<file path="config.mk">
export PLATFORM = sky130hd
export DESIGN_NAME = ee3w_host
export DESIGN_NICKNAME = d
export VERILOG_FILES = /design/src/rtl/ee3w_pkg.sv /design/src/rtl/ee3w_tick_gen.sv /design/src/rtl/ee3w_poll_timer.sv /design/src/rtl/ee3w_frame_gen.sv /design/src/rtl/ee3w_host.sv
export SDC_FILE = /design/constraint.sdc
export NUM_CORES = 1
export LEC_CHECK = 0
export BUFFER_PORTS_ARGS = -buffer_cell sky130_fd_sc_hd__buf_2
export CELL_PAD_IN_SITES_DETAIL_PLACEMENT = 0
export CELL_PAD_IN_SITES_GLOBAL_PLACEMENT = 1
export CORE_UTILIZATION = 45
export CTS_CLUSTER_SIZE = 28
export DETAILED_ROUTE_END_ITERATION = 10
export MAX_ROUTING_LAYER = met4
export PLACE_DENSITY = 0.86
export SLEW_MARGIN = 0
export SYNTH_ARGS = -nofsm -noshare
export SYNTH_HDL_FRONTEND = slang
export SYNTH_SLANG_ARGS = --single-unit
export TNS_END_PERCENT = 5
</file>
<file path="constraint.sdc">
create_clock -name clk -period 2.85 [get_ports clk]
set_input_delay 0.1425 -clock clk [delete_from_list [all_inputs] [get_ports clk]]
set_output_delay 0.1425 -clock clk [all_outputs]
set_load 0.1 [all_outputs]
</file>
<file path="src/rtl/ee3w_pkg.sv">
`timescale 1ns/1ps
package ee3w_pkg;
  typedef enum logic [2:0] {
    CMD_READ  = 3'd0,
    CMD_WRITE = 3'd1,
    CMD_ERASE = 3'd2,
    CMD_WEN   = 3'd3,
    CMD_WDIS  = 3'd4,
    CMD_ERALL = 3'd5,
    CMD_WRALL = 3'd6
  } cmd_e;

  typedef enum logic [2:0] {
    ST_IDLE,
    ST_SHIFT,
    ST_GAP,
    ST_POLLW,
    ST_POLLS
  } state_e;
endpackage

</file>
<file path="src/rtl/ee3w_tick_gen.sv">
`timescale 1ns/1ps
module ee3w_tick_gen #(
  parameter int HALF_CYC = 13
) (
  input  logic clk,
  input  logic rst_n,
  input  logic en,
  output logic tick
);
  localparam int CNT_W = (HALF_CYC > 1) ? $clog2(HALF_CYC) : 1;

  logic [CNT_W-1:0] cnt;

  assign tick = en && (cnt == CNT_W'(HALF_CYC - 1));

  always_ff @(posedge clk) begin
    if (!rst_n)          cnt <= '0;
    else if (en && !tick) cnt <= cnt + 1'b1;
    else                 cnt <= '0;
  end

  generate
    if (HALF_CYC > 1) begin : g_spacing

      tick_spacing_chk: assert property (@(posedge clk) disable iff (!rst_n)
        tick |=> !tick);
    end
  endgenerate
endmodule

</file>
<file path="src/rtl/ee3w_poll_timer.sv">
`timescale 1ns/1ps
module ee3w_poll_timer #(
  parameter int LIMIT = 1000000
) (
  input  logic clk,
  input  logic rst_n,
  input  logic en,
  output logic expired
);
  localparam int TW = $clog2(LIMIT + 1);

  logic [TW-1:0] cnt;

  assign expired = en && (cnt == TW'(LIMIT - 1));

  always_ff @(posedge clk) begin
    if (!rst_n)        cnt <= '0;
    else if (!en)      cnt <= '0;
    else if (!expired) cnt <= cnt + 1'b1;
  end


  poll_bound_chk: assert property (@(posedge clk) disable iff (!rst_n)
    en |-> (cnt < TW'(LIMIT)));
endmodule

</file>
<file path="src/rtl/ee3w_frame_gen.sv">
`timescale 1ns/1ps
module ee3w_frame_gen
  import ee3w_pkg::*;
#(
  parameter int ABITS = 7,
  parameter int FW    = 3 + ABITS + 16,
  parameter int LW    = 6
) (
  input  logic             wide16,
  input  logic [2:0]       op,
  input  logic [ABITS-1:0] addr,
  input  logic [15:0]      wdata,
  output logic [FW-1:0]    frame,
  output logic [LW-1:0]    tx_len,
  output logic [LW-1:0]    tot_len,
  output logic             is_read,
  output logic             is_prog
);
  logic [1:0]       opc;
  logic [1:0]       sub;
  logic             special;
  logic             has_data;
  logic [ABITS-1:0] aeff;
  logic [15:0]      dword;
  logic [LW-1:0]    n_bits;
  logic [LW-1:0]    w_bits;

  always_comb begin
    opc      = 2'b00;
    sub      = 2'b00;
    special  = 1'b0;
    has_data = 1'b0;
    is_read  = 1'b0;
    is_prog  = 1'b0;
    case (op)
      CMD_READ:  begin opc = 2'b10; is_read = 1'b1; end
      CMD_WRITE: begin opc = 2'b01; has_data = 1'b1; is_prog = 1'b1; end
      CMD_ERASE: begin opc = 2'b11; is_prog = 1'b1; end
      CMD_WEN:   begin special = 1'b1; sub = 2'b11; end
      CMD_ERALL: begin special = 1'b1; sub = 2'b10; is_prog = 1'b1; end
      CMD_WRALL: begin special = 1'b1; sub = 2'b01; has_data = 1'b1; is_prog = 1'b1; end
      default:   begin special = 1'b1; sub = 2'b00; end
    endcase

    if (special) begin
      aeff = {sub, {(ABITS-2){1'b0}}};
      if (wide16) aeff = aeff >> 1;
    end else begin
      aeff = addr;
      if (wide16) aeff[ABITS-1] = 1'b0;
    end

    dword = has_data ? wdata : 16'h0000;

    if (wide16) frame = {1'b1, opc, aeff[ABITS-2:0], dword, 1'b0};
    else        frame = {1'b1, opc, aeff, dword[7:0], 8'h00};

    n_bits  = wide16 ? LW'(ABITS - 1) : LW'(ABITS);
    w_bits  = wide16 ? LW'(16) : LW'(8);
    tx_len  = LW'(3) + n_bits + (has_data ? w_bits : '0);
    tot_len = tx_len + (is_read ? (w_bits + LW'(1)) : '0);
  end
endmodule

</file>
<file path="src/rtl/ee3w_host.sv">
`timescale 1ns/1ps
module ee3w_host
  import ee3w_pkg::*;
#(
  parameter int ABITS      = 7,
  parameter int HALF_CYC   = 13,
  parameter int POLL_LIMIT = 1000000
) (
  input  logic             clk,
  input  logic             rst_n,
  input  logic             wide16,
  input  logic             cmd_valid,
  output logic             cmd_ready,
  input  logic [2:0]       cmd_op,
  input  logic [ABITS-1:0] cmd_addr,
  input  logic [15:0]      cmd_wdata,
  output logic             rsp_valid,
  output logic [15:0]      rsp_rdata,
  output logic             rsp_timeout,
  output logic             ee_cs,
  output logic             ee_sk,
  output logic             ee_di,
  input  logic             ee_do
);
  localparam int FW = 3 + ABITS + 16;
  localparam int LW = $clog2(FW + 18);

  state_e        st;
  logic [FW-1:0] sreg;
  logic [LW-1:0] rise_cnt, tx_len_q, tot_len_q;
  logic          rd_q, prog_q, wide_q, poll_pend;
  logic [15:0]   rx;

  logic [FW-1:0] f_frame;
  logic [LW-1:0] f_tx, f_tot;
  logic          f_rd, f_prog;
  logic          tick, expired;

  ee3w_frame_gen #(.ABITS(ABITS), .FW(FW), .LW(LW)) u_frame (
    .wide16  (wide16),
    .op      (cmd_op),
    .addr    (cmd_addr),
    .wdata   (cmd_wdata),
    .frame   (f_frame),
    .tx_len  (f_tx),
    .tot_len (f_tot),
    .is_read (f_rd),
    .is_prog (f_prog)
  );

  ee3w_tick_gen #(.HALF_CYC(HALF_CYC)) u_tick (
    .clk   (clk),
    .rst_n (rst_n),
    .en    ((st == ST_SHIFT) || (st == ST_GAP) || (st == ST_POLLW)),
    .tick  (tick)
  );

  ee3w_poll_timer #(.LIMIT(POLL_LIMIT)) u_timer (
    .clk     (clk),
    .rst_n   (rst_n),
    .en      (st == ST_POLLS),
    .expired (expired)
  );

  assign cmd_ready = (st == ST_IDLE);

  always_ff @(posedge clk) begin
    if (!rst_n) begin
      st          <= ST_IDLE;
      sreg        <= '0;
      rise_cnt    <= '0;
      tx_len_q    <= '0;
      tot_len_q   <= '0;
      rd_q        <= 1'b0;
      prog_q      <= 1'b0;
      wide_q      <= 1'b0;
      poll_pend   <= 1'b0;
      rx          <= '0;
      ee_cs       <= 1'b0;
      ee_sk       <= 1'b0;
      ee_di       <= 1'b0;
      rsp_valid   <= 1'b0;
      rsp_rdata   <= '0;
      rsp_timeout <= 1'b0;
    end else begin
      rsp_valid <= 1'b0;
      case (st)
        ST_IDLE: begin
          if (cmd_valid) begin
            sreg      <= f_frame;
            ee_di     <= f_frame[FW-1];
            ee_cs     <= 1'b1;
            ee_sk     <= 1'b0;
            rise_cnt  <= '0;
            rx        <= '0;
            tx_len_q  <= f_tx;
            tot_len_q <= f_tot;
            rd_q      <= f_rd;
            prog_q    <= f_prog;
            wide_q    <= wide16;
            st        <= ST_SHIFT;
          end
        end
        ST_SHIFT: begin
          if (tick) begin
            if (!ee_sk) begin
              ee_sk    <= 1'b1;
              rise_cnt <= rise_cnt + 1'b1;
              if (rise_cnt >= tx_len_q) rx <= {rx[14:0], ee_do};
            end else if (rise_cnt == tot_len_q) begin
              ee_sk <= 1'b0;
              ee_cs <= 1'b0;
              ee_di <= 1'b0;
              st    <= ST_GAP;
              if (prog_q) begin
                poll_pend <= 1'b1;
              end else begin
                rsp_valid   <= 1'b1;
                rsp_timeout <= 1'b0;
                rsp_rdata   <= !rd_q ? 16'h0000 :
                               (wide_q ? rx : {8'h00, rx[7:0]});
              end
            end else begin
              ee_sk <= 1'b0;
              sreg  <= sreg << 1;
              ee_di <= sreg[FW-2];
            end
          end
        end
        ST_GAP: begin
          if (tick) begin
            if (poll_pend) begin
              ee_cs     <= 1'b1;
              poll_pend <= 1'b0;
              st        <= ST_POLLW;
            end else begin
              st <= ST_IDLE;
            end
          end
        end
        ST_POLLW: begin
          if (tick) st <= ST_POLLS;
        end
        ST_POLLS: begin
          if (ee_do || expired) begin
            ee_cs       <= 1'b0;
            rsp_valid   <= 1'b1;
            rsp_timeout <= !ee_do;
            rsp_rdata   <= 16'h0000;
            st          <= ST_GAP;
          end
        end
        default: st <= ST_IDLE;
      endcase
    end
  end


  sk_needs_cs_chk: assert property (@(posedge clk) disable iff (!rst_n)
    !ee_cs |-> !ee_sk);


  di_settled_chk: assert property (@(posedge clk) disable iff (!rst_n)
    $rose(ee_sk) |-> $stable(ee_di));


  rsp_single_chk: assert property (@(posedge clk) disable iff (!rst_n)
    rsp_valid |=> !rsp_valid);


  accept_opens_cs_chk: assert property (@(posedge clk) disable iff (!rst_n)
    (cmd_valid && cmd_ready) |=> (ee_cs && !cmd_ready));


  poll_no_clock_chk: assert property (@(posedge clk) disable iff (!rst_n)
    ((st == ST_POLLW) || (st == ST_POLLS)) |-> (ee_cs && !ee_sk));


  rsp_drops_cs_chk: assert property (@(posedge clk) disable iff (!rst_n)
    rsp_valid |-> !ee_cs);
endmodule

</file>
==> impl_results.md, run 1 <==
- Postcts setup bufs: 0
- CP Capture Type: flip-flop
- Synth Area in Adders: 0.0461
- CTS Buffer Depth: 2
- Total global-route track usage: 0.198
- DRC: 0
- Multiplexer area fraction after synthesis: 0.0592
- Num rows: 39
- I/O pins: 53
- Synth Area in XOR/XNOR: 0.0461
- Sequential share of power: 0.448
- Dominant synthesized flop cell: dfxtp_1
- CP max-delay cell: a211oi_4
- Fin nets: 680
- RSZ-0062 raised after global routing: false
- CTS resizes: 0
- Min-Delay Startpoint: cmd_wdata[15]
- Unique masters post-synth: 66
- Routing usage on met1: 0.249
- H-tree depth: 3
- Post-synth top area share: 0.406
- Main combinational cell family by area after synthesis: simple AND/OR/NAND/NOR gates
- Int Power: 2.65 mW
- CP startpoint: st[0]$_SDFFE_PN0P_
- Sink Count: 108
- Synth area leader: dfxtp_1
- Peak VDD IR: 0.488 mV
- Placed cell area: 0.00572 sq mm
- DIE HEIGHT: 111 um
- Met3 Track Usage GR: 0.0508
- Cell count after synthesis: 589
- Arr. time, crit path: 2770 ps
- Seq/Total Area, Yosys: 0.406
- Tmin final: 2490 ps
- Routed wire length per instance: 14.7 um
- Post-synth EDFFs: 0
- Fin area: 0.00605 sq mm
- Worst-path cell chain: or4b_4 > o21ai_4 > nand2_4 > a211oi_4 > mux2i_1
- Synth-to-Final Area Change: 13.6%
- Port Buffer Count: 52
- #FFs+latches synth: 108
- Req. time, crit path: 3130 ps
- Synth top area cells: dfxtp_1, nand2_1, o211a_1
- CP Max Fanout: 16
- Remaining antenna violation count after routing: 0
- Maximum clock frequency: 401 MHz
- RR Startpoint: st[0]$_SDFFE_PN0P_
- First-pass GRT wire length: 19400 um
- Switching Share: 0.286
- CTS tree: done
- Final Skew: 7.68 ps
- Top Usage Layer GRT: met2
- TritonCTS buffer count: 9
- Yosys synthesis warning count: 0
- Mapped cell area: 0.00532 sq mm
- Pin count of the biggest net entering global routing: 53
- Clock power frac: 0.366
- Worst-path clk slew: 70 ps
- Most instantiated cells after synthesis: dfxtp_1, nand2_1, nor2_1
- Die Area: 0.0123 sq mm
- Net Sw Power: 1.06 mW
- Antenna violations before repair: 0
- Ys async rst share: 0
- Comb pwr share: 0.186
- Via/cell ratio: 5.58
- Tightest Pin Transition: 1040 ps
- Gr ovfl total: 0
- Leak: 2.54 nW
- Hold/Removal Path Class: in -> reg
- Final hold slack: 91.5 ps
- Final setup violation count: 0
- Compound-cell area share of the yosys netlist: 0.196
- Kind of critical path: reg -> reg
- PD cells: 614 mW/mm^2
- Top-count cell post-synth: dfxtp_1
- Worst skew pair latency: 350 ps
- Post-synth net total: 639
- Simple-Gate Fraction of Synth Area: 0.201
- Share of cells above drive strength 1: 0.172
- Maxcap violations: 0
- Sum Neg Setup Slack: 0 ps
- Vias in the first global route: 4097
- Pre-antenna DRT Iters: 4
- Crit start category: flip-flop
- Hold Violations, Final: 0
- Total power: 3.71 mW
- Via Count: 4338
- Fin. max-slew vios: 0
- Dpl hpwl: 8070 um
- GR met2 Demand/Resource: 0.318
- Core area: 0.0115 sq mm
- Antenna fix cells: 0
- Final Cycle Share: 0.875
- Drt total wl: 11400 um
- Hold_buf cts: 0
- Outcome: complete, no violations
- Iteration-0 DRC count of the detailed router: 267
- Die width: 111 um
- CTS root buffer: clkbuf_16
- Routability congestion estimate from global placement: 0.802
- Crit-path max cell delay: 870 ps
- Syn Area/Cell: 9.04 sq um
- Initial Util: 0.464
- Relative slew slack: 0.303
metrics by stage:
stage          utilization  instances  setup slack (ps)
2_1_floorplan            -        589               389
3_3_place_gp         0.499        762               435
3_5_place_dp         0.499        762               356
4_1_cts              0.527        778               342
5_1_grt              0.527        778               205
6_report             0.527        778               357
sequential cells by signal, summed over array words and instances (netlist names), 3 cells and up:
name and flops:
rsp_rdata 16, st 3, rx 16, rise_cnt 6, tot_len_q 6, sreg 24, u_timer.cnt 20, u_tick.cnt 4
tx_len_q 5
power groups by stage:
stage	registers [mW]	logic, mW	clock network (mW)
after global routing	1.67	0.760	1.45
after detailed placement	1.70	0.689	0
after CTS	1.66	0.692	1.39
after global placement	1.69	0.677	0
after floorplan	1.72	0.518	0
final	1.67	0.689	1.36
worst max-delay path: cells and delay by family, from the launching register on:
family           cells  cell delay (ps)
AO/OA/AOI/OAI        2             1000
flip-flops           1              390
multiplexers         1              270
AND/OR/NAND/NOR      2              760
worst paths after layout:
kind                           endpoint  slack (ps)  cells after the start
setup / recovery     rx[0]$_SDFFE_PN0P_         360                      5
hold / removal    sreg[16]$_SDFFE_PN0P_          90                      3
setup reg to reg     rx[0]$_SDFFE_PN0P_         360                      5
hold reg to reg     rx[15]$_SDFFE_PN0P_         470                      2
kinds of logic (layout without fill, tap and decap cells):
group	Yosys count	after routing
mux	30	30
simple gates	219	219
buf+inv	57	103
compound gates	128	128
fa+ha+maj	19	19
xor+xnor	28	28
flops	108	108
layout by cell type, fill, tap and decap left out, types with 16 or more instances in the layout:
cell type,instances
ha_1,18
buf_2,52
inv_1,20
nand3_1,31
dfxtp_1,108
xor2_1,19
nand2_1,76
mux2i_1,18
nor2_1,45
a22o_1,16
o211a_1,23
area by class of cell:
class | count | area (sq um)
clock buffer | 11 | 243
clock inverter | 5 | 85.1
fill | 1070 | 5420
inverter | 20 | 75.1
multi-input combinational | 424 | 2930
sequential | 108 | 2160
tap | 143 | 179
timing repair buffer | 67 | 373
metal layers:
| metal | vias to the layer above | part of all wire |
|---|---|---|
| met5 | - | 0 |
| li1 | 2194 | - |
| met3 | 11 | 0.037 |
| met2 | 81 | 0.47 |
| met4 | 0 | 0.012 |
| met1 | 2052 | 0.48 |
Power figures use the tool's default switching activity.
==> run 2: changes to the inputs <==
--- a/config.mk
+++ b/config.mk
@@ -13,6 +13,7 @@
 export DETAILED_ROUTE_END_ITERATION = 10
 export MAX_ROUTING_LAYER = met4
 export PLACE_DENSITY = 0.86
+export SETUP_SLACK_MARGIN = 0.02
 export SLEW_MARGIN = 0
 export SYNTH_ARGS = -nofsm -noshare
 export SYNTH_HDL_FRONTEND = slang
==> constraint.sdc (replaced) <==
create_clock -name clk -period 2.85 [get_ports clk]
set_input_delay 0.1425 -clock clk [delete_from_list [all_inputs] [get_ports clk]]
set_output_delay 0.1425 -clock clk [all_outputs]
set_load 0.02 [all_outputs]
==> run 2 against run 1 <==
Against the previous run:
- via count is 0.81% lower
- combinational power is 9.7% lower
- count of clock-buffer cells in the layout is 2 lower
- sequential share of layout area is 0.40 points higher
- final area is 1.1% lower
- critical path depth is 1 higher
- wire length is 2.2% lower
- flip-flop and latch count stayed put
- register-to-register slack better by 99 ps
- clock power is 7% lower
- cell count is 0.51% lower
- largest cell class unchanged
- largest power group unchanged
==> impl_results.md, run 2 (synthesis results as in run 1) <==
- Outcome: complete, no violations
- Antenna violations before repair: 0 (unchanged)
- Initial Util: 0.464 (unchanged)
- Peak VDD IR: 0.325 mV (-33%)
- CP Capture Type: flip-flop
- Vias in the first global route: 3933 (-4.0%)
- Worst-path cell chain: buf_4 > nor3b_2 > buf_4 > nand2_1 > o221ai_2 > a22o_1
- Hold/Removal Path Class: in -> reg
- CP max-delay cell: o221ai_2
- Worst skew pair latency: 350 ps (about the same)
- Relative slew slack: 0.324 (+0.0215)
- CP bufs+invs: 2 (+2)
- Postcts setup bufs: 0 (unchanged)
- Pin count of the biggest net entering global routing: 55 (+3.8%)
- Sum Neg Setup Slack: 0 ps (unchanged)
- CP Max Fanout: 47 (+31)
- Kind of critical path: reg -> reg
- Largest reg by FF count: sreg
- Clock power frac: 0.355 (-0.011)
- CTS tree: done
- Tmin final: 2390 ps (-98.8 ps)
- Maxcap violations: 0 (unchanged)
- Sink Count: 108 (unchanged)
- Via Count: 4303 (-0.81%)
- Share of cells above drive strength 1: 0.166 (-0.00525)
- Remaining antenna violation count after routing: 0 (unchanged)
- Final Cycle Share: 0.840 (-0.0347)
- Hold Violations, Final: 0 (unchanged)
- Hold_buf cts: 0 (unchanged)
- Switching Share: 0.284 (-0.00230)
- Die Area: 0.0123 sq mm (unchanged)
- Comb pwr share: 0.176 (-0.010)
- Drt total wl: 11200 um (-2.2%)
- I/O pins: 53 (unchanged)
- Leak: 2.52 nW (-1.1%)
- Iteration-0 DRC count of the detailed router: 289 (+8.2%)
- Dpl hpwl: 7900 um (-2.2%)
- Gr ovfl total: 0 (unchanged)
- First-pass GRT wire length: 18800 um (-3.1%)
- Arr. time, crit path: 2690 ps (-80 ps)
- Crit-path max cell delay: 650 ps (-220 ps)
- CTS Buffer Depth: 2 (unchanged)
- Via/cell ratio: 5.56 (-0.29%)
- Synth-to-Final Area Change: 12.3%
- Filler cells: 1057 (-1.2%)
- Worst path top cell family by delay: compound AO/OA/AOI/OAI gates
- Maximum clock frequency: 418 MHz (+4.1%)
- Top flop regs: sreg x24, u_timer.cnt x20
- Final Skew: 6.60 ps (-1.07 ps)
- Number of flip-flops in the largest register: 24 (unchanged)
- PD cells: 591 mW/mm^2 (-3.7%)
- Multi-input combinational cell area: 0.00292 sq mm (-0.17%)
- CTS resizes: 0 (unchanged)
- Req. time, crit path: 3140 ps (about the same)
- TritonCTS buffer count: 9 (unchanged)
- Int Power: 2.53 mW (-4.4%)
- Most common cell after layout, fill and taps aside: dfxtp_1
- Die width: 111 um (unchanged)
- Register area: 0.00216 sq mm (unchanged)
- Routability congestion estimate from global placement: 0.782 (-2.5%)
- CTS root buffer: clkbuf_16
- RSZ-0062 raised after global routing: false
- H-tree depth: 3 (unchanged)
- Final setup violation count: 0 (unchanged)
- Total power: 3.54 mW (-4.7%)
- Antenna fix cells: 0 (unchanged)
- Fin. max-slew vios: 0 (unchanged)
- Most used cells in the layout excluding fill and tap cells: dfxtp_1, nand2_1, buf_2
- Crit start category: flip-flop
- Worst-path clk slew: 70 ps (about the same)
- Port Buffer Count: 52 (unchanged)
- Num rows: 39 (unchanged)
- Total global-route track usage: 0.193 (-0.00502)
- Routed wire length per instance: 14.4 um (-1.7%)
- Tightest Pin Transition: 1010 ps (-32.2 ps)
- Fin nets: 676 (-0.59%)
- Net Sw Power: 1.00 mW (-5.5%)
- DRC: 0 (unchanged)
- Crit path top cell by count: buf_4
- Core area: 0.0115 sq mm (unchanged)
- Sequential share of power: 0.469 (+0.021)
- DIE HEIGHT: 111 um (unchanged)
- Pre-antenna DRT Iters: 4 (unchanged)
==> run 2: final timing paths <==
kind,start,slack (ps),depth (start not counted),end
max,st[0]$_SDFFE_PN0P_,460,6,rsp_rdata[2]$_SDFFE_PN0P_
min,cmd_wdata[15],80,3,sreg[16]$_SDFFE_PN0P_
max reg2reg,st[0]$_SDFFE_PN0P_,460,6,rsp_rdata[2]$_SDFFE_PN0P_
min reg2reg,rx[15]$_SDFFE_PN0P_,460,2,rx[15]$_SDFFE_PN0P_
==> run 2: per-layer routing <==
layer / share of wire / global-route usage / up-vias
met5: 0 / - / -
met4: 0.0073 / 0.0613 / 0
met3: 0.038 / 0.0459 / 5
met2: 0.46 / 0.296 / 83
met1: 0.50 / 0.251 / 2023
li1: - / - / 2192
==> run 2: worst reg2reg max path: stages (launching register included) <==
cell and delay, ps:
dfxtp_1 360, buf_4 210, nor3b_2 220, buf_4 450, nand2_1 190, o221ai_2 650
a22o_1 260
==> run 2: power by group through the flow <==
stage | combinational, mW | clock [mW] | sequential (mW)
floorplan | 0.492 | 0 | 1.68
global placement | 0.615 | 0 | 1.69
detailed placement | 0.623 | 0 | 1.69
CTS | 0.626 | 1.29 | 1.66
global route | 0.696 | 1.35 | 1.67
finish | 0.622 | 1.26 | 1.66
==> run 2: through the flow <==
step	cell area, sq um	setup WS, ps	hold slack [ps]	std cells	util
floorplan	5320	806	312	589	-
global placement	5680	471	445	758	0.496
detailed placement	5680	443	450	758	0.496
global route	5980	259	89.3	774	0.521
CTS	5980	453	73.1	774	0.521
finish	5980	456	83.1	774	0.521
==> run 2: cell type report <==
| cell class | instances | share of cell area |
|---|---|---|
| well taps | 143 | 0.0299 |
| clock inverters | 7 | 0.0119 |
| clock buffers | 9 | 0.0377 |
| multi-input cells | 424 | 0.489 |
| repair buffers | 63 | 0.0573 |
| flip-flops and latches | 108 | 0.362 |
| inverters | 20 | 0.0126 |
==> run 3: changes to the inputs <==
==> constraint.sdc (replaced) <==
create_clock -name clk -period 2.4 [get_ports clk]
set_input_delay 0.12 -clock clk [delete_from_list [all_inputs] [get_ports clk]]
set_output_delay 0.12 -clock clk [all_outputs]
set_load 0.02 [all_outputs]
==> run 3 against run 2 <==
Against the previous run:
- global-route usage is 0.32 points higher
- setup slack worse by 220 ps
- flip-flop and latch count stayed put
- clock power is 36% higher
- wire length is 0.11% lower
- sequential share of layout area is 0.97 points lower
- register-to-register slack worse by 220 ps
- fmax is 11% higher
- first-iteration DRC count is 7.6% lower
- largest power group unchanged
==> impl_results.md, run 3 (synthesis results as in run 1) <==
- Outcome: complete, no violations
- I/O pins: 53 (unchanged)
- Tmin final: 2170 ps (-228 ps)
- Fin nets: 686 (+1.5%)
- Hold depth: 3 (unchanged)
- Tightest Pin Transition: 637 ps (-373 ps)
- Post-route insts no fill: 785 (+1.4%)
- Hold Violations, Final: 0 (unchanged)
- Total power: 4.47 mW (+26%)
- Min-Delay Startpoint: cmd_wdata[15]
- CP max-delay cell: or3b_1
- RR Startpoint: st[0]$_SDFFE_PN0P_
- Crit-path max cell delay: 570 ps (-80 ps)
- Arr. time, crit path: 2410 ps (-280 ps)
- Sum Neg Setup Slack: 0 ps (unchanged)
- Hold_buf cts: 0 (unchanged)
- Worst path top cell family by delay: compound AO/OA/AOI/OAI gates
- Initial Util: 0.464 (unchanged)
- Fin. max-slew vios: 0 (unchanged)
- Port Buffer Count: 52 (unchanged)
- Antenna violations before repair: 1 (+1)
- Met3 Track Usage GR: 0.0372 (-0.00875)
- GR met2 Demand/Resource: 0.303 (+0.00663)
- Num rows: 39 (unchanged)
- Top flop regs: sreg x24, u_timer.cnt x20
- Most common cell after layout, fill and taps aside: dfxtp_1
- Total global-route track usage: 0.196 (+0.00321)
- Routed wire length per instance: 14.2 um (-1.5%)
- Sequential share of power: 0.442 (-0.027)
- Pin count of the biggest net entering global routing: 46 (-16%)
- Routability congestion estimate from global placement: 0.792 (+1.3%)
- Share of cells above drive strength 1: 0.179 (+0.0130)
- DRC: 0 (unchanged)
- Final hold slack: 62.4 ps (-20.8 ps)
- Final Cycle Share: 0.902 (+0.0624)
- Switching Share: 0.272 (-0.0119)
- Hold/Removal Path Class: in -> reg
- Via/cell ratio: 5.59 (+0.55%)
- TritonCTS buffer count: 9 (unchanged)
- Clock power frac: 0.382 (+0.027)
- FF-to-FF setup slack: 230 ps (-220 ps)
- Hold endpoint: sreg[16]$_SDFFE_PN0P_
- Drt total wl: 11200 um (-0.11%)
- Worst-path clk slew: 80 ps (about the same)
- Pre-antenna DRT Iters: 5 (+1)
- Die Area: 0.0123 sq mm (unchanged)
- Dpl hpwl: 8080 um (+2.3%)
- CP bufs+invs: 0 (-2)
- First-pass GRT wire length: 19300 um (+3.1%)
- Synth-to-Final Area Change: 15.4%
- Worst-path cell chain: or3b_1 > o32a_1 > nand2_1 > o221ai_4 > a22o_1
- Sink Count: 108 (unchanged)
- RSZ-0062 raised after global routing: false
- Relative slew slack: 0.572 (+0.248)
- Placed cell count: 768 (+1.3%)
- Final Skew: 8.88 ps (+2.27 ps)
- Core area: 0.0115 sq mm (unchanged)
- Worst skew pair latency: 350 ps (about the same)
- Most used cells in the layout excluding fill and tap cells: dfxtp_1, nand2_1, buf_2
- Die width: 111 um (unchanged)
- PD cells: 727 mW/mm^2 (+23%)
- Int Power: 3.26 mW (+28%)
- Final setup violation count: 0 (unchanged)
- DIE HEIGHT: 111 um (unchanged)
- Gr ovfl total: 0 (unchanged)
- Maximum clock frequency: 462 MHz (+11%)
- Worst reg2reg path endpoint: rsp_rdata[9]$_SDFFE_PN0P_
- H-tree depth: 3 (unchanged)
- CP Max Fanout: 17 (-64%)
- Crit start category: flip-flop
- R2R depth: 5 (-1)
- Leak: 2.59 nW (+2.8%)
- Routing usage on met1: 0.254 (+0.00345)
- CTS tree: done
- Maxcap violations: 0 (unchanged)
- Remaining antenna violation count after routing: 0 (unchanged)
- Net Sw Power: 1.21 mW (+21%)
- Top Usage Layer GRT: met2
- Via Count: 4388 (+2.0%)
- Peak VDD IR: 0.513 mV (+58%)
- CP Capture Type: flip-flop
- Number of flip-flops in the largest register: 24 (unchanged)
- Kind of critical path: reg -> reg
- CTS root buffer: clkbuf_16
- Largest reg by FF count: sreg
- Iteration-0 DRC count of the detailed router: 267 (-7.6%)
- Vias in the first global route: 4164 (+5.9%)
- Req. time, crit path: 2640 ps (-500 ps)
- CTS Buffer Depth: 2 (unchanged)
- Comb pwr share: 0.176 (about the same)
run 3: how the worst max path moves through the flow:
stage | slack (ps) | endpoint | from | cells after the start
after floorplan | 360 | rx[0]$_SDFFE_PN0P_ | st[0]$_SDFFE_PN0P_ | 8
after global placement | 180 | tot_len_q[5]$_SDFFE_PN0P_ | cmd_op[0] | 11
after detailed placement | 90 | tot_len_q[5]$_SDFFE_PN0P_ | cmd_op[0] | 11
after CTS | 140 | rsp_rdata[9]$_SDFFE_PN0P_ | st[0]$_SDFFE_PN0P_ | 5
after global routing | 50 | sreg[1]$_SDFFE_PN0P_ | st[0]$_SDFFE_PN0P_ | 6
final | 230 | rsp_rdata[9]$_SDFFE_PN0P_ | st[0]$_SDFFE_PN0P_ | 5
run 3: layout make-up:
| cell class | count | area (sq um) |
|---|---|---|
| Clock buffer | 9 | 225 |
| Tap cell | 143 | 179 |
| Multi-Input combinational cell | 424 | 2940 |
| Clock inverter | 7 | 123 |
| Timing Repair Buffer | 73 | 443 |
| Antenna cell | 1 | 2.50 |
| Fill cell | 1033 | 5320 |
| Inverter | 20 | 75.1 |
| Sequential cell | 108 | 2160 |
run 3: metal layers:
metal	wire (um)	vias up
met4	182	0
li1	-	2216
met5	0	-
met1	5560	2086
met3	433	14
met2	4990	72
run 3: what timing repair did:
item | CTS | global route
setup endpoints to repair | 0 | 17
resized for setup | 0 | 1
setup buffers | 0 | 0
run 3: power groups by stage:
| stage | Sequential (mW) | Combinational (mW) | Clock (mW) |
|---|---|---|---|
| finish | 1.98 | 0.785 | 1.71 |
| global route | 1.99 | 0.869 | 1.81 |
| CTS | 1.97 | 0.781 | 1.74 |
| detailed placement | 2.02 | 0.777 | 0 |
| global placement | 2.01 | 0.762 | 0 |
| floorplan | 2.00 | 0.585 | 0 |
run 3: stage by stage:
step	instance area [sq um]	util	setup WS [ps]
4_1_cts	6130	0.535	139
5_1_grt	6140	0.536	53.3
2_1_floorplan	5320	-	356
6_report	6140	0.536	234
3_5_place_dp	5780	0.504	85.5
3_3_place_gp	5780	0.504	183
run 3: tightest hold or removal path: cells and delay by family:
kind,cells,cell delay [ps]
AO/OA/AOI/OAI,1,70
buffers and inverters,1,100
AND/OR/NAND/NOR,1,70
